$ cat src/rtl/rwx_pkg.sv
package rwx_pkg;
  localparam int WORD_W    = 32;
  localparam int ADDR_W    = 2;
  localparam int READY_BIT = 18;
  localparam int ON_BIT    = 31;

  typedef enum logic [ADDR_W-1:0] {
    SEL_STAT  = 2'd0,
    SEL_RAND  = 2'd1,
    SEL_COUNT = 2'd2,
    SEL_CTRL  = 2'd3
  } reg_sel_e;

  // One Galois step, shifting right with the feedback mask
  function automatic logic [WORD_W-1:0] lfsr_step(input logic [WORD_W-1:0] s,
                                                  input logic [WORD_W-1:0] poly);
    return (s >> 1) ^ (s[0] ? poly : '0);
  endfunction

  function automatic logic [WORD_W-1:0] pack_status(input logic ready, input logic on);
    logic [WORD_W-1:0] v;
    v            = '0;
    v[READY_BIT] = ready;
    v[ON_BIT]    = on;
    return v;
  endfunction
endpackage

$ cat src/rtl/rwx_src.sv
module rwx_src
  import rwx_pkg::*;
#(
  parameter logic [WORD_W-1:0] SEED = 32'hACE1_2468,
  parameter logic [WORD_W-1:0] POLY = 32'h8020_0003
) (
  input  logic              clk,
  input  logic              rst_n,
  input  logic              take,
  output logic [WORD_W-1:0] word,
  output logic              ready
);
  localparam int CNT_W = $clog2(WORD_W + 1);
  localparam logic [CNT_W-1:0] FULL_CNT = CNT_W'(WORD_W);

  logic [WORD_W-1:0] state;
  logic [CNT_W-1:0]  shifts;

  assign ready = (shifts == FULL_CNT);
  assign word  = state;

  always_ff @(posedge clk) begin
    if (!rst_n) begin
      state  <= SEED;
      shifts <= '0;
    end else if (take) begin
      shifts <= '0;
    end else if (!ready) begin
      state  <= lfsr_step(state, POLY);
      shifts <= shifts + 1'b1;
    end
  end

  AST_SRC_NONZERO: assert property (@(posedge clk) disable iff (!rst_n)
    state != '0);
  AST_TAKE_WHEN_READY: assert property (@(posedge clk) disable iff (!rst_n)
    take |-> ready);
  AST_TAKE_DROPS_READY: assert property (@(posedge clk) disable iff (!rst_n)
    take |=> !ready);
  AST_READY_HOLDS: assert property (@(posedge clk) disable iff (!rst_n)
    (ready && !take) |=> (ready && $stable(word)));
endmodule

$ cat src/rtl/rwx_fifo.sv
module rwx_fifo
  import rwx_pkg::*;
#(
  parameter int DEPTH = 16
) (
  input  logic              clk,
  input  logic              rst_n,
  input  logic              push,
  input  logic [WORD_W-1:0] din,
  input  logic              pop,
  output logic [WORD_W-1:0] dout,
  output logic              full,
  output logic              empty
);
  localparam int PTR_W = $clog2(DEPTH);
  localparam logic [PTR_W:0] FILL_MAX = (PTR_W+1)'(DEPTH);

  logic [WORD_W-1:0] mem [DEPTH];
  logic [PTR_W-1:0]  wr_ptr, rd_ptr;
  logic [PTR_W:0]    fill;
  logic              do_push, do_pop;

  assign full    = (fill == FILL_MAX);
  assign empty   = (fill == '0);
  assign do_push = push && !full;
  assign do_pop  = pop && !empty;
  assign dout    = mem[rd_ptr];

  always_ff @(posedge clk) begin
    if (do_push) mem[wr_ptr] <= din;
  end

  always_ff @(posedge clk) begin
    if (!rst_n) begin
      wr_ptr <= '0;
      rd_ptr <= '0;
      fill   <= '0;
    end else begin
      if (do_push) wr_ptr <= wr_ptr + 1'b1;
      if (do_pop)  rd_ptr <= rd_ptr + 1'b1;
      case ({do_push, do_pop})
        2'b10:   fill <= fill + 1'b1;
        2'b01:   fill <= fill - 1'b1;
        default: fill <= fill;
      endcase
    end
  end

  AST_NO_OVERFLOW: assert property (@(posedge clk) disable iff (!rst_n)
    push |-> !full);
  AST_FILL_BOUND: assert property (@(posedge clk) disable iff (!rst_n)
    fill <= FILL_MAX);
endmodule

$ cat src/rtl/rwx_seq.sv
module rwx_seq #(
  parameter int CNT_W = 32
) (
  input  logic             clk,
  input  logic             rst_n,
  input  logic             load,
  input  logic [CNT_W-1:0] load_val,
  input  logic             clr,
  input  logic             ready,
  input  logic             host_take,
  input  logic             fifo_full,
  output logic             seq_take,
  output logic             busy,
  output logic             irq
);
  logic [CNT_W-1:0] remain;
  logic             last_word;
  logic             load_nz;

  assign busy      = (remain != '0);
  assign load_nz   = load && (load_val != '0);
  assign seq_take  = busy && ready && !host_take && !fifo_full && !load;
  assign last_word = seq_take && (remain == CNT_W'(1));

  always_ff @(posedge clk) begin
    if (!rst_n) begin
      remain <= '0;
    end else if (load) begin
      remain <= load_val;
    end else if (seq_take) begin
      remain <= remain - 1'b1;
    end
  end

  always_ff @(posedge clk) begin
    if (!rst_n)         irq <= 1'b0;
    else if (load_nz)   irq <= 1'b0;
    else if (last_word) irq <= 1'b1;
    else if (clr)       irq <= 1'b0;
  end

  AST_IRQ_LEVEL: assert property (@(posedge clk) disable iff (!rst_n)
    (irq && !clr && !load) |=> irq);
  AST_ZERO_LOAD_IDLE: assert property (@(posedge clk) disable iff (!rst_n)
    (load && load_val == '0 && !irq) |=> (!busy && !irq));
  AST_PAUSE_KEEPS: assert property (@(posedge clk) disable iff (!rst_n)
    (busy && fifo_full && !load) |=> $stable(remain));
endmodule

$ cat src/rtl/rwx_engine.sv
module rwx_engine
  import rwx_pkg::*;
#(
  parameter int                FIFO_DEPTH = 16,
  parameter int                CNT_W      = 32,
  parameter logic [WORD_W-1:0] SEED       = 32'hACE1_2468,
  parameter logic [WORD_W-1:0] POLY       = 32'h8020_0003
) (
  input  logic              clk,
  input  logic              rst_n,
  input  logic              bus_req,
  input  logic              bus_we,
  input  logic [ADDR_W-1:0] bus_addr,
  input  logic [WORD_W-1:0] bus_wdata,
  output logic [WORD_W-1:0] bus_rdata,
  output logic              bus_ack,
  output logic              irq,
  input  logic              fifo_pop,
  output logic [WORD_W-1:0] fifo_data,
  output logic              fifo_valid
);
  reg_sel_e          sel;
  logic              rd_stat, rd_rand, wr_count, wr_ctrl;
  logic              src_ready, src_take, host_take, seq_take, seq_busy;
  logic              fifo_full, fifo_empty;
  logic [WORD_W-1:0] src_word;

  assign sel      = reg_sel_e'(bus_addr);
  assign rd_stat  = bus_req && !bus_we && (sel == SEL_STAT);
  assign rd_rand  = bus_req && !bus_we && (sel == SEL_RAND);
  assign wr_count = bus_req && bus_we && (sel == SEL_COUNT);
  assign wr_ctrl  = bus_req && bus_we && (sel == SEL_CTRL);

  assign host_take = rd_rand && src_ready;
  assign src_take  = host_take || seq_take;
  assign bus_ack   = bus_req && !(rd_rand && !src_ready);

  always_comb begin
    bus_rdata = '0;
    if (rd_stat)      bus_rdata = pack_status(src_ready, 1'b1);
    else if (rd_rand) bus_rdata = src_word;
  end

  rwx_src #(.SEED(SEED), .POLY(POLY)) u_src (
    .clk   (clk),
    .rst_n (rst_n),
    .take  (src_take),
    .word  (src_word),
    .ready (src_ready)
  );

  rwx_seq #(.CNT_W(CNT_W)) u_seq (
    .clk       (clk),
    .rst_n     (rst_n),
    .load      (wr_count),
    .load_val  (bus_wdata[CNT_W-1:0]),
    .clr       (wr_ctrl && bus_wdata[0]),
    .ready     (src_ready),
    .host_take (host_take),
    .fifo_full (fifo_full),
    .seq_take  (seq_take),
    .busy      (seq_busy),
    .irq       (irq)
  );

  rwx_fifo #(.DEPTH(FIFO_DEPTH)) u_fifo (
    .clk   (clk),
    .rst_n (rst_n),
    .push  (seq_take),
    .din   (src_word),
    .pop   (fifo_pop),
    .dout  (fifo_data),
    .full  (fifo_full),
    .empty (fifo_empty)
  );

  assign fifo_valid = !fifo_empty;

  AST_HOST_FIRST: assert property (@(posedge clk) disable iff (!rst_n)
    (rd_rand && src_ready) |-> !seq_take);
  AST_READ_CONSUMES: assert property (@(posedge clk) disable iff (!rst_n)
    (rd_rand && bus_ack) |=> !src_ready);
  AST_STATUS_ON: assert property (@(posedge clk) disable iff (!rst_n)
    rd_stat |-> (bus_rdata[ON_BIT] && bus_ack));
  AST_WRITE_NO_TAKE: assert property (@(posedge clk) disable iff (!rst_n)
    (bus_req && bus_we && src_ready && !seq_busy) |=> src_ready);
  AST_SEQ_IDLE_NO_PUSH: assert property (@(posedge clk) disable iff (!rst_n)
    !seq_busy |-> !seq_take);
endmodule

$ cat config.mk
export PLATFORM = sky130hd
export DESIGN_NAME = rwx_engine
export DESIGN_NICKNAME = d
export VERILOG_FILES = /design/src/rtl/rwx_pkg.sv /design/src/rtl/rwx_src.sv /design/src/rtl/rwx_fifo.sv /design/src/rtl/rwx_seq.sv /design/src/rtl/rwx_engine.sv
export SDC_FILE = /design/constraint.sdc
export NUM_CORES = 1
export LEC_CHECK = 0
export ABC_AREA = 1
export BUFFER_PORTS_ARGS = -buffer_cell sky130_fd_sc_hd__buf_4
export CAP_MARGIN = 15
export CORE_ASPECT_RATIO = 0.7
export CORE_MARGIN = 1
export CORE_UTILIZATION = 48
export CTS_CLUSTER_SIZE = 28
export DETAILED_ROUTE_END_ITERATION = 12
export PLACE_DENSITY = 0.72
export SLEW_MARGIN = 30
export SYNTH_ARGS = -nofsm -noshare
export SYNTH_HDL_FRONTEND = slang
export SYNTH_SLANG_ARGS = --single-unit
$ cat constraint.sdc
create_clock -name clk -period 3.7 [get_ports clk]
set_input_delay 0.555 -clock clk [delete_from_list [all_inputs] [get_ports clk]]
set_output_delay 0.555 -clock clk [all_outputs]
set_load 0.05 [all_outputs]
==> flow_summary.json, run 1 <==
{
  "hold_depth": 5,
  "firstDrtPassIters": 5,
  "status": "complete, no violations",
  "cts_tree": "built",
  "core_area_um2": 52500,
  "yosysUniqueCellTypes": 39,
  "synthCells": 2188,
  "grt_pass1_vias": 16300,
  "drc": 0,
  "max_cap_viol_count": 0,
  "dp_slack_ns": 0.946,
  "worstPathRequired_ns": 3.14,
  "wl_met2_um": 28100,
  "p_leak_nw": 10.6,
  "nets": 2331,
  "tightest_slew_ns": 0.816,
  "arrival_ns": 2.74,
  "h-tree-depth": 2,
  "tns_ns": 0,
  "io-pin-count": 106,
  "std_cell_rows": 70,
  "post_cts_buffers": 0,
  "netlist_area_um2": 25600,
  "setup.worst_path.start_class": "register",
  "portBuffers": 105,
  "cts-root-buf": "clkbuf_16",
  "power_density_nw_per_um2": 634,
  "cts-resized-gates": 0,
  "initial_utilization_pct": 48.9,
  "clock.fmax_mhz": 303,
  "setup_viol": 0,
  "drtIter0Drc": 2067,
  "finalMaxSlewViolations": 0,
  "routed-wl-met3_um": 6390,
  "path_class": "reg2out",
  "finalHoldViolations": 0,
  "yosysSeqAreaShare_pct": 66.8,
  "antenna_found_initial": 0,
  "wirelength_um": 64600,
  "clk_path_buf_depth": 3,
  "met1_length_um": 28500,
  "clock-sinks": 600,
  "vias_per_cell": 5.74,
  "syn_to_final_growth_pct": 13.7,
  "dp_hpwl_um": 36800,
  "slew_headroom_pct": 45.5,
  "layout-drive-gt1-share_pct": 12.8,
  "fin_skew_ns": 0.0321,
  "end_kind": "output pin",
  "ys_seq_elements": 600,
  "dr_total_vias": 17300,
  "yosys-top-cells-area": "edfxtp_1, dfxtp_1, mux2i_1",
  "fp.dieArea_um2": 54400,
  "gp_congestion": 0.957,
  "rsz0062_at_grt": "false",
  "synth.avg_cell_area_um2": 11.7,
  "insertion_delay_ns": 0.60,
  "antenna_cells": 0,
  "period_needed_ns": 3.30,
  "yosysTopAreaCell": "edfxtp_1",
  "gr-total-overflow": 0,
  "die_w_um": 278,
  "drtAntennaViolNets": 0,
  "cts_hold_buf": 0,
  "holdCritPathClass": "in2reg",
  "synth_top_area_share_pct": 60.0,
  "layout_setup_ws_ns": 0.405,
  "grt_max_degree": 129,
  "ys_warn_count": 0,
  "top_layer": "met4",
  "ff2ff_path_depth": 19,
  "path_max_fanout": 57,
  "clkTransAtPathRegs_ns": 0.06,
  "min_period_over_period_pct": 89.1,
  "wl_per_cell_um": 21.5,
  "cts_buffers": 54,
  "grt_pass1_wl_um": 97700,
  "vdd_drop_max_uv": 594,
  "syn_nets": 2240,
  "track_usage_pct": 23.7,
  "die_h_um": 195
}
[Yosys cell counts (all sizes together)]
library cell,number
edfxtp,512
nand2,248
inv,226
o21ai,200
a21oi,182
nor2,179
o211ai,141
mux2i,128
nand3,95
dfxtp,88
clkbuf,64
buf,59
xor2,14
ha,13
nand4,10
nor3,6
nand3b,5
o21bai,4
xnor2,4
nor4,3
o31ai,2
a211oi,1
and3,1
mux2,1
nor3b,1
or2,1
[cells in the final DEF, fill, tap and decap left out, types with 2 or more instances in the layout]
master and instances:
ha_1 13, xor2_1 14, nor3_1 5, buf_4 143, inv_2 4, nand2_1 241
clkinvlp_4 2, clkinv_2 15, dfxtp_1 84, o21ai_0 199, clkbuf_1 12, dfxtp_4 3
nor2_8 2, mux2i_1 128, buf_12 15, o21bai_1 4, o31ai_1 2, nand4_1 10
clkbuf_8 10, nor2_1 153, a21oi_1 182, clkinv_1 4, o211ai_1 141, nor4_1 3
nor2_4 18, nand3_1 88, xnor2_1 4, inv_1 220, nand3b_1 5, nand2_2 2
clkbuf_16 54, edfxtp_1 512, nor2_2 6, nand3_2 6, nand2_4 5, bufinv_16 2
[logic make-up after synthesis]
kind of cell | synth area share [%]
compound gates | 11.8
simple gates | 9.32
fa+ha+maj | 0.634
flops | 66.8
buf+inv | 5.71
xor+xnor | 0.615
mux | 5.04
[worst max-delay path, cell delays in order, from the launching register on]
cell and delay (ns):
dfxtp_4 0.69, buf_12 0.32, mux2i_1 0.32, o21ai_0 0.15, o211ai_1 0.25, nand2_1 0.13
buf_4 0.21
[power by group]
part	switching [W]	total, W	internal, W	leakage [nW]
clock	0.00247	0.00551	0.00305	0.865
sequential	0.000270	0.00771	0.00744	5.35
combinational	0.00348	0.00524	0.00176	4.36
total	0.00622	0.0185	0.0123	10.6
[path summary, 6_finish.rpt]
| check | start | end | slack [ns] |
|---|---|---|---|
| worst max-delay path | register | fifo_data[3] | 0.40 |
| worst min register to register | u_fifo.rd_ptr[2]$_SDFFE_PN0P_ | register | 0.46 |
| worst max register to register | u_seq.remain[0]$_SDFFE_PN0P_ | u_fifo.fill[4]$_SDFFE_PN0P_ | 0.91 |
| worst min-delay path | bus_wdata[26] | u_seq.remain[26]$_SDFFE_PN0P_ | 0.30 |
[layout make-up]
cell class                 count  area [um2]
clock inverter                25         206
multi-input combinational   1239        7170
sequential                   600       17100
tap                          684         856
clock buffer                  76        1530
fill                        4232       23300
timing repair buffer         158        1370
inverter                     226         851
[sequential cells by signal (all words and copies together), names as in the netlist, named ones only]
register / count
u_src.word: 32
u_seq.remain: 32
u_seq.irq: 1
u_fifo.wr_ptr: 4
u_src.shifts: 6
u_fifo.rd_ptr: 4
u_fifo.fill: 5
u_fifo.mem: 512
[metal layers]
layer	global-route usage (%)	up-vias
li1	-	7971
met1	35.4	8365
met3	4.57	114
met2	34.8	816
met5	0	-
met4	7.49	0
[per-stage QoR]
| stage | hold slack, ns | power, W | util, % | cells | area (um2) |
|---|---|---|---|---|---|
| 2_1_floorplan | 0.435 | 0.0116 | - | 2188 | 25600 |
| 3_3_place_gp | 0.456 | 0.0130 | 52.2 | 2907 | 27400 |
| 3_5_place_dp | 0.454 | 0.0131 | 52.2 | 2907 | 27400 |
| 4_1_cts | 0.278 | 0.0185 | 55.5 | 3008 | 29100 |
| 5_1_grt | 0.303 | 0.0193 | 55.5 | 3008 | 29100 |
| 6_report | 0.301 | 0.0185 | 55.5 | 3008 | 29100 |
Note: power is estimated with default switching activity, not from simulation.
==> run 2: changes to the inputs <==
--- a/config.mk
+++ b/config.mk
@@ -11,6 +11,7 @@
 export CORE_ASPECT_RATIO = 0.7
 export CORE_MARGIN = 1
 export CORE_UTILIZATION = 48
+export CTS_BUF_LIST = sky130_fd_sc_hd__clkbuf_4
 export CTS_CLUSTER_SIZE = 28
 export DETAILED_ROUTE_END_ITERATION = 12
 export PLACE_DENSITY = 0.72
==> run 2 against run 1 <==
First-iteration DRC count down 1.8%. Worst hold slack got worse by 0.23 ns. Combinational power grew 1%. Flip-flop and latch count unchanged. Non-clock buffer count up 28. Clock skew is 0.021 ns higher. Global-route usage up 0.78 points. Critical path depth did not move. Routed wire length grew 2.5%. Sequential share of layout area down 0.87 points. Cell area is 1.5% higher. Fmax down 5.0%. Critical endpoint is now fifo_data[29]. Largest power group unchanged.
==> flow_summary.json, run 2 (synthesis results as in run 1) <==
{
  "die_h_um": 195,
  "portBuffers": 105,
  "clk_path_buf_depth": 3,
  "grt_pass1_wl_um": 99700,
  "wl_per_cell_um": 20.7,
  "h-tree-depth": 4,
  "die_w_um": 278,
  "cts_tree": "built",
  "layout-drive-gt1-share_pct": 17.8,
  "arrival_ns": 2.91,
  "insertion_delay_ns": 0.92,
  "power_switching_w": 0.00637,
  "period_needed_ns": 3.47,
  "end_kind": "output pin",
  "wirelength_um": 66200,
  "p_comb_share_pct": 28.6,
  "core_area_um2": 52500,
  "finalHoldViolations": 0,
  "drtAntennaViolNets": 0,
  "path_max_fanout": 51,
  "holdCritPathClass": "in2reg",
  "rsz0062_at_grt": "false",
  "vias_per_cell": 5.63,
  "seqCellArea_um2": 17100,
  "fillCellCount": 4237,
  "finalMaxSlewViolations": 0,
  "setup.worst_path.start_class": "register",
  "initial_utilization_pct": 48.9,
  "largest_reg_flops": 512,
  "grt_max_degree": 129,
  "slowest_delay_ns": 0.60,
  "cts_buffers": 144,
  "min_period_over_period_pct": 93.8,
  "path_class": "reg2out",
  "setup_viol": 0,
  "nets": 2449,
  "top_register": "u_fifo.mem",
  "seq_power_share_pct": 41.6,
  "fin_util_pct": 56.4,
  "track_usage_pct": 24.4,
  "gp_congestion": 0.957,
  "slowest_stage": "dfxtp_4",
  "vdd_drop_max_uv": 520,
  "tightest_slew_ns": 0.848,
  "slew_headroom_pct": 43.4,
  "antenna_found_initial": 2,
  "clkTransAtPathRegs_ns": 0.08,
  "dp_hpwl_um": 36800,
  "drtIter0Drc": 2030,
  "drc": 0,
  "final_cell_mix": "edfxtp_1, nand2_1, clkbuf_4, inv_1, o21ai_0",
  "p_leak_nw": 11.0,
  "syn_to_final_growth_pct": 15.3,
  "clock-sinks": 600,
  "clock.fmax_mhz": 288,
  "gr-total-overflow": 0,
  "firstDrtPassIters": 6,
  "tns_ns": 0,
  "dr_total_vias": 18000,
  "intPower_w": 0.0121,
  "std_cell_rows": 70,
  "path_cells": "buf_12 -> mux2i_1 -> o21ai_0 -> o211ai_1 -> nand2_1 -> buf_4",
  "grt_pass1_vias": 17100,
  "fin_skew_ns": 0.0535,
  "io-pin-count": 106,
  "cts-resized-gates": 0,
  "multi_input_area_um2": 7170,
  "power_density_nw_per_um2": 625,
  "clock_power_share_pct": 29.8,
  "swShare_pct": 34.5,
  "layout_commonest_cell": "edfxtp_1",
  "max_cap_viol_count": 0,
  "worstPathRequired_ns": 3.14,
  "cts-root-buf": "clkbuf_4",
  "fp.dieArea_um2": 54400,
  "status": "complete, no violations"
}
## run 2: cell count changes in the layout (fill, tap and decap cells not counted), moves of 5 or more
cell           delta
clkbuf_16        -54
clkbuf_1         -12
clkinv_1         +21
diode_2           +6
clkbuf_4        +223
inv_2             +5
clkinv_2         -13
dlygate4sd3_1    +27
clkbuf_8         -10
## run 2: routing by layer
layer,part of all wire [%],GRT usage [%],vias to the layer above
met2,44,35.2,948
met1,43,35.1,8611
met4,2.6,10.0,0
met5,0,0,-
met3,11,6.39,128
li1,-,-,8323
## run 2: final timing paths
path / end / cells past startpoint / start / slack [ns]
max: fifo_data[29] / 6 / register / 0.23
min: u_seq.irq$_SDFFE_PP0P_ / 4 / bus_addr[0] / 0.07
max reg2reg: u_fifo.fill[4]$_SDFFE_PN0P_ / 18 / u_seq.remain[22]$_SDFFE_PN0P_ / 0.90
min reg2reg: register / 1 / u_fifo.rd_ptr[2]$_SDFFE_PN0P_ / 0.45
## run 2: repair_timing
action,CTS,global route
endpoints found under the setup margin,0,1
setup buffers,0,1
hold buffers,27,0
hold endpoints to repair,28,0
## run 2: metrics by stage
stage | setup WS [ns] | std cells | hold WS (ns) | area (um2) | total power [W]
2_1_floorplan | 0.538 | 2188 | 0.435 | 25600 | 0.0116
3_3_place_gp | 0.949 | 2907 | 0.456 | 27400 | 0.0130
3_5_place_dp | 0.946 | 2907 | 0.454 | 27400 | 0.0131
4_1_cts | 0.0263 | 3193 | 0.00187 | 29500 | 0.0186
5_1_grt | 0.0235 | 3200 | 0.0166 | 29600 | 0.0194
6_report | 0.231 | 3200 | 0.0702 | 29600 | 0.0185
## run 2: critical path, delay by kind of cell (launching register included)
kind	cells	cell delay, ns
flip-flops	1	0.60
buffers and inverters	2	0.51
AO/OA/AOI/OAI	2	0.41
multiplexers	1	0.41
AND/OR/NAND/NOR	1	0.10
## run 2: power by group through the flow
| stage | logic [W] | registers, W | clock network [W] |
|---|---|---|---|
| floorplan | 0.00391 | 0.00770 | 0 |
| global placement | 0.00511 | 0.00784 | 0 |
| detailed placement | 0.00520 | 0.00786 | 0 |
| CTS | 0.00523 | 0.00771 | 0.00564 |
| global route | 0.00574 | 0.00771 | 0.00598 |
| finish | 0.00529 | 0.00770 | 0.00550 |
## run 2: layout make-up
| cell class | instances | share of cell area [%] |
|---|---|---|
| Multi-Input combinational cell | 1239 | 24.2 |
| Sequential cell | 600 | 58.0 |
| Tap cell | 684 | 2.89 |
| Inverter | 226 | 2.88 |
| Clock buffer | 223 | 5.66 |
| Antenna cell | 6 | 0.0508 |
| Timing Repair Buffer | 186 | 5.61 |
| Clock inverter | 36 | 0.681 |
